--- src/rtl/i2c_aps_pkg.sv ---
// Package: shared codes for the address phase sequencer.
// Assumes a 2-bit engine op code and a 2-bit result/status code.
package i2c_aps_pkg;

    localparam int BYTE_W     = 8;
    localparam int ADDR10_W   = 10;
    localparam logic [3:0] TEN_PREFIX = 4'hF;

    typedef enum logic [1:0] {
        OP_START      = 2'b00,
        OP_WR_HOLD    = 2'b01,
        OP_WR_STOP    = 2'b10,
        OP_RSVD       = 2'b11
    } eng_op_e;

    typedef enum logic [1:0] {
        ST_OK      = 2'b00,
        ST_NACK    = 2'b01,
        ST_TIMEOUT = 2'b10,
        ST_INVALID = 2'b11
    } phase_status_e;

    // Map an engine result code onto the reported status (11 folds to timeout).
    function automatic phase_status_e map_rsp(input logic [1:0] code);
        case (code)
            2'b00:   map_rsp = ST_OK;
            2'b01:   map_rsp = ST_NACK;
            default: map_rsp = ST_TIMEOUT;
        endcase
    endfunction

endpackage

--- src/rtl/aps_addr_former.sv ---
// Module: aps_addr_former
// Combinational classifier and byte builder for one requested address.
// It flags addresses that are out of range or that alias the 10-bit prefix,
// and it selects 7-bit or 10-bit framing. It forms both address bytes.
// Assumes REQ_W >= 10.
module aps_addr_former
    import i2c_aps_pkg::*;
#(
    parameter int REQ_W = 11
) (
    input  logic [REQ_W-1:0]  addr,
    input  logic              rd,
    output logic              bad,
    output logic              ten_bit,
    output logic [BYTE_W-1:0] byte_a,
    output logic [BYTE_W-1:0] byte_b
);

    logic [ADDR10_W-1:0] a10;
    logic                over;
    logic                short_form;
    logic                alias_hit;

    assign a10 = addr[ADDR10_W-1:0];

    // Detect set bits above the 10-bit address space, if the port has any.
    generate
        if (REQ_W > ADDR10_W) begin : g_over
            assign over = |addr[REQ_W-1:ADDR10_W];
        end else begin : g_no_over
            assign over = 1'b0;
        end
    endgenerate

    // Classify the address and build the bytes.
    always_comb begin
        short_form = (a10[9:7] == 3'b000) && !over;
        alias_hit  = short_form && (a10[6:3] == 4'hF);
        bad        = over || alias_hit;
        ten_bit    = !short_form;
        byte_b     = {a10[6:0], rd};
        byte_a     = short_form ? {a10[6:0], rd} : {TEN_PREFIX, 1'b0, a10[9:7]};
    end

endmodule

--- src/rtl/aps_seq_fsm.sv ---
// Module: aps_seq_fsm
// Sequences START, the first address byte and the optional second byte.
// It captures the byte results and reports completion.
// Assumes the engine accepts a command on the cycle it is strobed and
// answers with exactly one response strobe per command.
module aps_seq_fsm
    import i2c_aps_pkg::*;
(
    input  logic              clk,
    input  logic              rst_n,
    input  logic              go,
    input  logic              bad,
    input  logic              ten_bit,
    input  logic [BYTE_W-1:0] byte_a,
    input  logic [BYTE_W-1:0] byte_b,
    input  logic              rsp_valid,
    input  logic [1:0]        rsp_code,
    output logic              busy,
    output logic              done,
    output logic [1:0]        status,
    output logic              cmd_valid,
    output logic [1:0]        cmd_op,
    output logic [BYTE_W-1:0] cmd_byte
);

    typedef enum logic [2:0] {
        S_IDLE, S_ISS_START, S_WT_START, S_ISS_B1, S_WT_B1,
        S_ISS_B2, S_WT_B2, S_REPORT
    } seq_state_e;

    seq_state_e        st;
    logic [BYTE_W-1:0] b1_q;
    logic [BYTE_W-1:0] b2_q;
    logic              ten_q;
    phase_status_e     status_q;

    // State, captured bytes and status register.
    always_ff @(posedge clk) begin
        if (!rst_n) begin
            st       <= S_IDLE;
            b1_q     <= '0;
            b2_q     <= '0;
            ten_q    <= 1'b0;
            status_q <= ST_OK;
        end else begin
            case (st)
                S_IDLE: if (go) begin
                    if (bad) begin
                        status_q <= ST_INVALID;
                        st       <= S_REPORT;
                    end else begin
                        b1_q  <= byte_a;
                        b2_q  <= byte_b;
                        ten_q <= ten_bit;
                        st    <= S_ISS_START;
                    end
                end
                S_ISS_START: st <= S_WT_START;
                S_WT_START:  if (rsp_valid) st <= S_ISS_B1;
                S_ISS_B1:    st <= S_WT_B1;
                S_WT_B1: if (rsp_valid) begin
                    if (ten_q && map_rsp(rsp_code) == ST_OK) begin
                        st <= S_ISS_B2;
                    end else begin
                        status_q <= map_rsp(rsp_code);
                        st       <= S_REPORT;
                    end
                end
                S_ISS_B2:    st <= S_WT_B2;
                S_WT_B2: if (rsp_valid) begin
                    status_q <= map_rsp(rsp_code);
                    st       <= S_REPORT;
                end
                default:     st <= S_IDLE;
            endcase
        end
    end

    // Decode the outputs from the state.
    always_comb begin
        busy      = (st != S_IDLE);
        done      = (st == S_REPORT);
        status    = status_q;
        cmd_valid = (st == S_ISS_START) || (st == S_ISS_B1) || (st == S_ISS_B2);
        cmd_op    = (st == S_ISS_START) ? OP_START : OP_WR_HOLD;
        case (st)
            S_ISS_B1: cmd_byte = b1_q;
            S_ISS_B2: cmd_byte = b2_q;
            default:  cmd_byte = '0;
        endcase
    end

    // Assertion support: remember whether START has gone out in this request.
    logic start_seen;
    always_ff @(posedge clk) begin
        if (!rst_n)                              start_seen <= 1'b0;
        else if (done)                           start_seen <= 1'b0;
        else if (cmd_valid && cmd_op == OP_START) start_seen <= 1'b1;
    end

    p_done_pulse_r9: assert property (@(posedge clk) disable iff (!rst_n)
        done |=> !done);

    p_done_busy_r9: assert property (@(posedge clk) disable iff (!rst_n)
        done |-> busy);

    p_no_stop_op_r8: assert property (@(posedge clk) disable iff (!rst_n)
        cmd_valid |-> (cmd_op != OP_WR_STOP));

    p_start_first_r5: assert property (@(posedge clk) disable iff (!rst_n)
        (cmd_valid && cmd_op == OP_WR_HOLD) |-> start_seen);

    // Covers R2 and R3: a rejected address reports at once with no command.
    p_invalid_reject_r2: assert property (@(posedge clk) disable iff (!rst_n)
        (st == S_IDLE && go && bad) |=> (done && status == ST_INVALID && !cmd_valid));

    p_first_fail_ends_r6: assert property (@(posedge clk) disable iff (!rst_n)
        (st == S_WT_B1 && rsp_valid && rsp_code != 2'b00) |=> (done && !cmd_valid));

endmodule

--- src/rtl/i2c_addr_phase_seq.sv ---
// Module: i2c_addr_phase_seq (top)
// Forms the address phase of an I2C transfer in front of a byte engine.
// The address is classified and framed on the cycle go is accepted.
// Commands then go out one at a time.
// Assumes REQ_W >= 10.
module i2c_addr_phase_seq
    import i2c_aps_pkg::*;
#(
    parameter int REQ_W = 11
) (
    input  logic             clk,
    input  logic             rst_n,
    input  logic             go,
    input  logic [REQ_W-1:0] req_addr,
    input  logic             req_read,
    output logic             busy,
    output logic             done,
    output logic [1:0]       status,
    output logic             eng_cmd_valid,
    output logic [1:0]       eng_cmd_op,
    output logic [7:0]       eng_cmd_byte,
    input  logic             eng_rsp_valid,
    input  logic [1:0]       eng_rsp_code
);

    logic              bad;
    logic              ten_bit;
    logic [BYTE_W-1:0] byte_a;
    logic [BYTE_W-1:0] byte_b;

    aps_addr_former #(.REQ_W(REQ_W)) former_i (
        .addr    (req_addr),
        .rd      (req_read),
        .bad     (bad),
        .ten_bit (ten_bit),
        .byte_a  (byte_a),
        .byte_b  (byte_b)
    );

    aps_seq_fsm fsm_i (
        .clk       (clk),
        .rst_n     (rst_n),
        .go        (go),
        .bad       (bad),
        .ten_bit   (ten_bit),
        .byte_a    (byte_a),
        .byte_b    (byte_b),
        .rsp_valid (eng_rsp_valid),
        .rsp_code  (eng_rsp_code),
        .busy      (busy),
        .done      (done),
        .status    (status),
        .cmd_valid (eng_cmd_valid),
        .cmd_op    (eng_cmd_op),
        .cmd_byte  (eng_cmd_byte)
    );

endmodule

--- config.mk ---
export PLATFORM = sky130hd
export DESIGN_NAME = i2c_addr_phase_seq
export DESIGN_NICKNAME = d
export VERILOG_FILES = /design/src/rtl/i2c_aps_pkg.sv /design/src/rtl/aps_addr_former.sv /design/src/rtl/aps_seq_fsm.sv /design/src/rtl/i2c_addr_phase_seq.sv
export SDC_FILE = /design/constraint.sdc
export NUM_CORES = 1
export LEC_CHECK = 0
export CORE_MARGIN = 2
export CORE_UTILIZATION = 41
export CTS_BUF_LIST = sky130_fd_sc_hd__clkbuf_4 sky130_fd_sc_hd__clkbuf_8 sky130_fd_sc_hd__clkbuf_16
export DETAILED_ROUTE_END_ITERATION = 8
export DONT_BUFFER_PORTS = 1
export PLACE_DENSITY = 0.67
export SLEW_MARGIN = 20
export SYNTH_ARGS = -nofsm -noshare
export SYNTH_HDL_FRONTEND = slang
export SYNTH_SLANG_ARGS = --single-unit
--- constraint.sdc ---
create_clock -name clk -period 1.51 [get_ports clk]
set_input_delay 0.2265 -clock clk [delete_from_list [all_inputs] [get_ports clk]]
set_output_delay 0.2265 -clock clk [all_outputs]
set_load 0.1 [all_outputs]
# After elaboration in Yosys (flattened, before gate mapping)
# Cells that the tools add are included.
dict set report op_classes {
  eq_ne 15
  mux 19
  bitwise_logic 1
  reduce_logical 17
}
# op n
set ops {}
lappend ops {{one-hot mux 3 bit (7 select lines)} 1}
lappend ops {{2-to-1 mux 2 bit} 8}
lappend ops {{one-hot mux 8 bit (2 select lines)} 1}
lappend ops {{2-to-1 mux 3 bit} 5}
lappend ops {{== test 3 bit (second input constant)} 4}
lappend ops {{!= test 2 bit (second input constant)} 6}
lappend ops {{2-to-1 mux 8 bit} 1}
lappend ops {{== test 3 x 2 -> 1 bit (second input constant)} 2}
lappend ops {{logical NOT 3 bit} 2}
lappend ops {{one-hot mux 2 bit (3 select lines)} 1}
lappend ops {{AND reduction 6 bit} 1}
lappend ops {{nonzero test 3 bit} 2}
lappend ops {{== test 4 bit (second input constant)} 1}
lappend ops {{logical NOT 2 bit} 2}
lappend ops {{one-hot mux 2 bit (2 select lines)} 1}
lappend ops {{AND reduction 4 bit} 1}
lappend ops {{== test 3 x 1 -> 1 bit (second input constant)} 1}
lappend ops {{logical AND 1 bit} 3}
lappend ops {{logical OR 1 bit} 3}
lappend ops {{AND reduction 3 bit} 1}
lappend ops {{== test 2 x 1 -> 1 bit (second input constant)} 1}
lappend ops {{logical NOT 1 bit} 2}
lappend ops {{2-to-1 mux 1 bit} 1}
lappend ops {{inverter 1 bit} 1}
dict set report totals {
  regBits 22
  inputBits 18
  out_inout_bits 15
}

# Logic depth before layout (Yosys ltp)
dict set report depth {
  ltp_word 10
  ltp_mapped 6
}

# By module
# From an unflattened synthesis, not the netlist that was laid out.
dict set report unflattened {
  hier_cells 159
  hier_area_um2 1331.3
}
# module n_inst cells_each area_per_inst_um2 seq_area_each_um2
set modules_own_cells {}
lappend modules_own_cells {aps_seq_fsm 1 139 1178.6 440.4}
lappend modules_own_cells {aps_addr_former 1 20 152.6 0.0}

# Least setup slack after synthesis
# Ideal clock, no wire load.
dict set report synth_timing {
  kind {register to output}
  start {reg fsm_i.st[0]}
  end {out eng_cmd_valid}
  arrival_time_ps 2766
  path_slack_ps -1482
  path_stages_with_launch 3
  path_buffers 1
  path_cell_list {dfxtp_1 -> clkbuf_1 -> a21boi_0}
}
dict set report synth_between {
  elab_chain_len 3
  word_cells_on_any_way 5
  cone_classes {3 x eq/ne; 2 x reduce/logical}
}
# item line_no
set synth_rtl {}
lappend synth_rtl {{from (decl)} aps_seq_fsm.sv:31} ;# seq_state_e st;
lappend synth_rtl {{from (signal assigned)} aps_seq_fsm.sv:40} ;# st <= S_IDLE;
lappend synth_rtl {{from (signal assigned)} aps_seq_fsm.sv:50} ;# st <= S_REPORT;
lappend synth_rtl {{from (signal assigned)} aps_seq_fsm.sv:55} ;# st <= S_ISS_START;
lappend synth_rtl {{== test 3 x 1 -> 1 bit / == test 3 x 2 -> 1 bit (equally long branches)} aps_seq_fsm.sv:84} ;# cmd_valid = (st == S_ISS_START) || (st == S_ISS_B1) || (st == S_ISS_B2);
lappend synth_rtl {{logical OR 1 bit} aps_seq_fsm.sv:84}
lappend synth_rtl {{logical OR 1 bit (*)} aps_seq_fsm.sv:84}
lappend synth_rtl {{to (decl)} i2c_addr_phase_seq.sv:19} ;# output logic eng_cmd_valid,
# Mark *: on every way between the ends. The rest lies on a longest branch, timed or not.

# Worst setup path after layout
dict set report layout_timing {
  start {reg fsm_i.st[1]}
  end {out eng_cmd_byte[1]}
}
dict set report layout_between {
  elab_chain_len 2
  word_cells_on_any_way 3
  cone_classes {2 x eq/ne; 1 x mux}
}
# item line_no
set layout_rtl {}
lappend layout_rtl {{== test 3 bit / == test 3 x 2 -> 1 bit (equally long branches)} aps_seq_fsm.sv:86} ;# case (st)
lappend layout_rtl {{one-hot mux 8 bit (2 select lines) (*)} aps_seq_fsm.sv:86}
lappend layout_rtl {{to (decl)} i2c_addr_phase_seq.sv:21} ;# output logic [7:0] eng_cmd_byte,
# Marks and branches as above.

==> results.yml <==
synth:
  ys_top_cells_by_count: "24 x nand2_1, 22 x dfxtp_1, 14 x o21ai_2"
  synthTopCellsByArea: "dfxtp_1 36%, o21ai_2 10%, nand2_1 7.3%"
  ys_seq_area_share_pct: 35.8
  async_flop_share_pct: 0
  synth-edff-count: 0
  synth_area_um2: 1230
  postSynthCellCount: 154
  yosys_register_bits: 22
  synth.avg_cell_area_um2: 7.99
  yosys.area.top_type_share_pct: 35.8
  synth_top_cell_by_area: "dfxtp_1"
  yosys.cell_count.top_type: "nand2_1"
  synth-main-ff-cell: "dfxtp_1"
  synth-warning-count: 0
  synthesis.nets: 172
  synth_cell_types: 30
finish:
  stdcell_count: 210
  drive_above_1_share_pct: 52.0
  fillerInstances: 214
  antennaDiodeCount: 0
  fin_util_pct: 69.1
  area_growth_pct: 57.5
  multi_input_area_um2: 930
  final_nets: 198
  seq_area_um2: 452
sta:
  grt_setup_unrepaired: "yes"
  setup_tns_ps: -1310
  setup_ws_ps: -162
  fmax_mhz: 598
  skew_ps: 1.29
  setup_viol: 12
  fin_crit_ps: 1670
  drv_slew: 0
  hold_viol: 0
  min_period_over_period_pct: 111
placement:
  dp_slack_ps: -106
  gp_congestion: 0.849
  placed_cells_incl_taps: 194
  portBuffers: 0
  hpwl_mm: 2.09
cts:
  cts_tree: "done"
  clock_path_buffers: 2
  cts_buffers: 3
  path_clk_slew_ps: 130
  cts_root_buf: "clkbuf_4"
  htree_levels: 1
  clk_latency_ps: 320
  cts_sinks: 22
setup_path:
  crit_start: "fsm_i.st[1]$_SDFFE_PN0P_"
  path_max_fanout: 5
  r2r_end: "fsm_i.b2_q[3]$_SDFFE_PN0P_"
  cp-start-kind: "flip-flop"
  r2r_cells: 7
  crit_end: "eng_cmd_byte[1]"
  r2r_start: "fsm_i.st[0]$_SDFFE_PN0P_"
  critical_path_class: "flip-flop to primary output"
  worstSetupEndpointType: "primary output"
  reg2reg_slack_ps: -10
  worstPathRequired_ps: 1280
  cp.arrival_ps: 1450
global_routing:
  grt_pass1_vias: 1212
  grt_max_degree: 41
  gr-total-overflow: 0
  antenna_found_initial: 0
  track_usage_pct: 20.6
  grt_pass1_wl_mm: 5.49
job:
  cap_violations: 0
pwr:
  p_leak_nw: 0.670
  ir_drop_mv: 0.746
  power_density_nw_per_um2: 973
route:
  ant_nets: 0
  routed_wirelength_mm: 3.49
  num_vias: 1237
  viasPerCell: 5.89
  drt-initial-drc-count: 50
  route.detailed.drc: 1
  wl_met3_um: 198
  route.met2.wl_mm: 1.83
  topRoutingLayerUsed: "met4"
  dr.pass1.iters: 8
  avgRoutedWirePerCell_um: 16.6
  wl_met1_mm: 1.42
die:
  die_y_um: 58.8
  die_x_um: 58.8
  die-area_um2: 3460
  row_count: 19
  initial_core_util_pct: 43.9
  core_area_um2: 2810
  ioPinCount: 33
status:
  outcome: "finished with violations"
  violations: "design-rule violations, negative setup slack"
hold_path:
  hp-class: "input pin to flip-flop"
  holdCritStartpoint: "req_addr[0]"
-- worst max-delay path: stages, from the launching register on --
cell	delay (ps)
dfxtp_4	400
nor2b_4	170
buf_6	140
a22oi_2	100
nor2b_4	140
buf_12	180
-- power breakdown --
part	total [W]	leakage [nW]	internal [W]	switching, W
Combinational	0.000741	0.460	0.000308	0.000433
Sequential	0.000677	0.182	0.000635	0.0000426
Clock	0.000468	0.0279	0.000269	0.000199
-- cells by family (layout without fill, tap and decap cells) --
logic type / after synthesis / in the layout / synth area share [%]
AND/OR/NAND/NOR: 63 / 63 / 26.2
AO/OA/AOI/OAI: 48 / 50 / 28.9
flip-flops: 22 / 22 / 35.8
buffers and inverters: 19 / 42 / 8.03
other: 1 / 1 / 0.305
multiplexers: 1 / 1 / 0.813
-- per-stage QoR --
step / cell area (µm²) / power, W / hold slack, ps
after CTS: 1870 / 0.00183 / 10.4
final: 1940 / 0.00189 / 12.4
after global placement: 1650 / 0.00125 / 348
after detailed placement: 1650 / 0.00127 / 357
after floorplan: 1400 / 0.00115 / 347
after global routing: 1940 / 0.00195 / 5.65
-- cells in the final DEF (no fill, tap or decap), types with 2 or more instances in the layout --
| master | instances |
|---|---|
| dfxtp_4 | 3 |
| a22oi_2 | 8 |
| o211a_4 | 3 |
| o21ai_1 | 3 |
| a21oi_1 | 3 |
| nor2b_4 | 10 |
| o21ai_2 | 15 |
| nand2_1 | 23 |
| buf_4 | 13 |
| buf_6 | 7 |
| buf_12 | 13 |
| a21boi_0 | 2 |
| nand3_2 | 9 |
| o21ai_0 | 5 |
| nor4b_1 | 4 |
| dfxtp_1 | 19 |
| o211ai_1 | 7 |
| nor2_1 | 4 |
| nor2b_1 | 3 |
| clkbuf_4 | 3 |
| inv_1 | 4 |
-- worst min-delay path by stage --
stage / end / slack (ps) / depth (start not counted)
after floorplan: fsm_i.b2_q[0]$_SDFFE_PN0P_ / 350 / 2
after CTS: fsm_i.b2_q[1]$_SDFFE_PN0P_ / 10 / 2
final: fsm_i.b2_q[1]$_SDFFE_PN0P_ / 10 / 2
after detailed placement: fsm_i.b2_q[3]$_SDFFE_PN0P_ / 360 / 2
after global routing: fsm_i.b2_q[3]$_SDFFE_PN0P_ / 6 / 2
after global placement: fsm_i.st[1]$_SDFFE_PN0P_ / 350 / 2
-- registers in the layout, indices dropped and copies added (netlist names) --
name	cells
fsm_i.b1_q	8
fsm_i.b2_q	8
fsm_i.st	3
fsm_i.status	2
fsm_i.ten_q	1
-- metal layers --
metal  track usage [%]  up-vias
met5                 0        -
met4              5.84        0
met3              4.84        5
met2              36.3       38
met1              24.9      596
li1                  -      598
-- timing repair --
item,in CTS,in global routing
cloned,1,1
gates resized for setup,22,12
setup buffers,8,2
hold buffers,0,0
pin swaps,8,3
setup endpoints to repair,29,31
-- area by class of cell --
cell class | instances | share of cell area (%)
Multi-Input combinational cell | 115 | 47.9
Inverter | 4 | 0.774
Tap cell | 31 | 2.00
Sequential cell | 22 | 23.3
Clock buffer | 3 | 1.16
Timing Repair Buffer | 34 | 23.3
Clock inverter | 1 | 1.55
(Power assumes the default switching activity.)
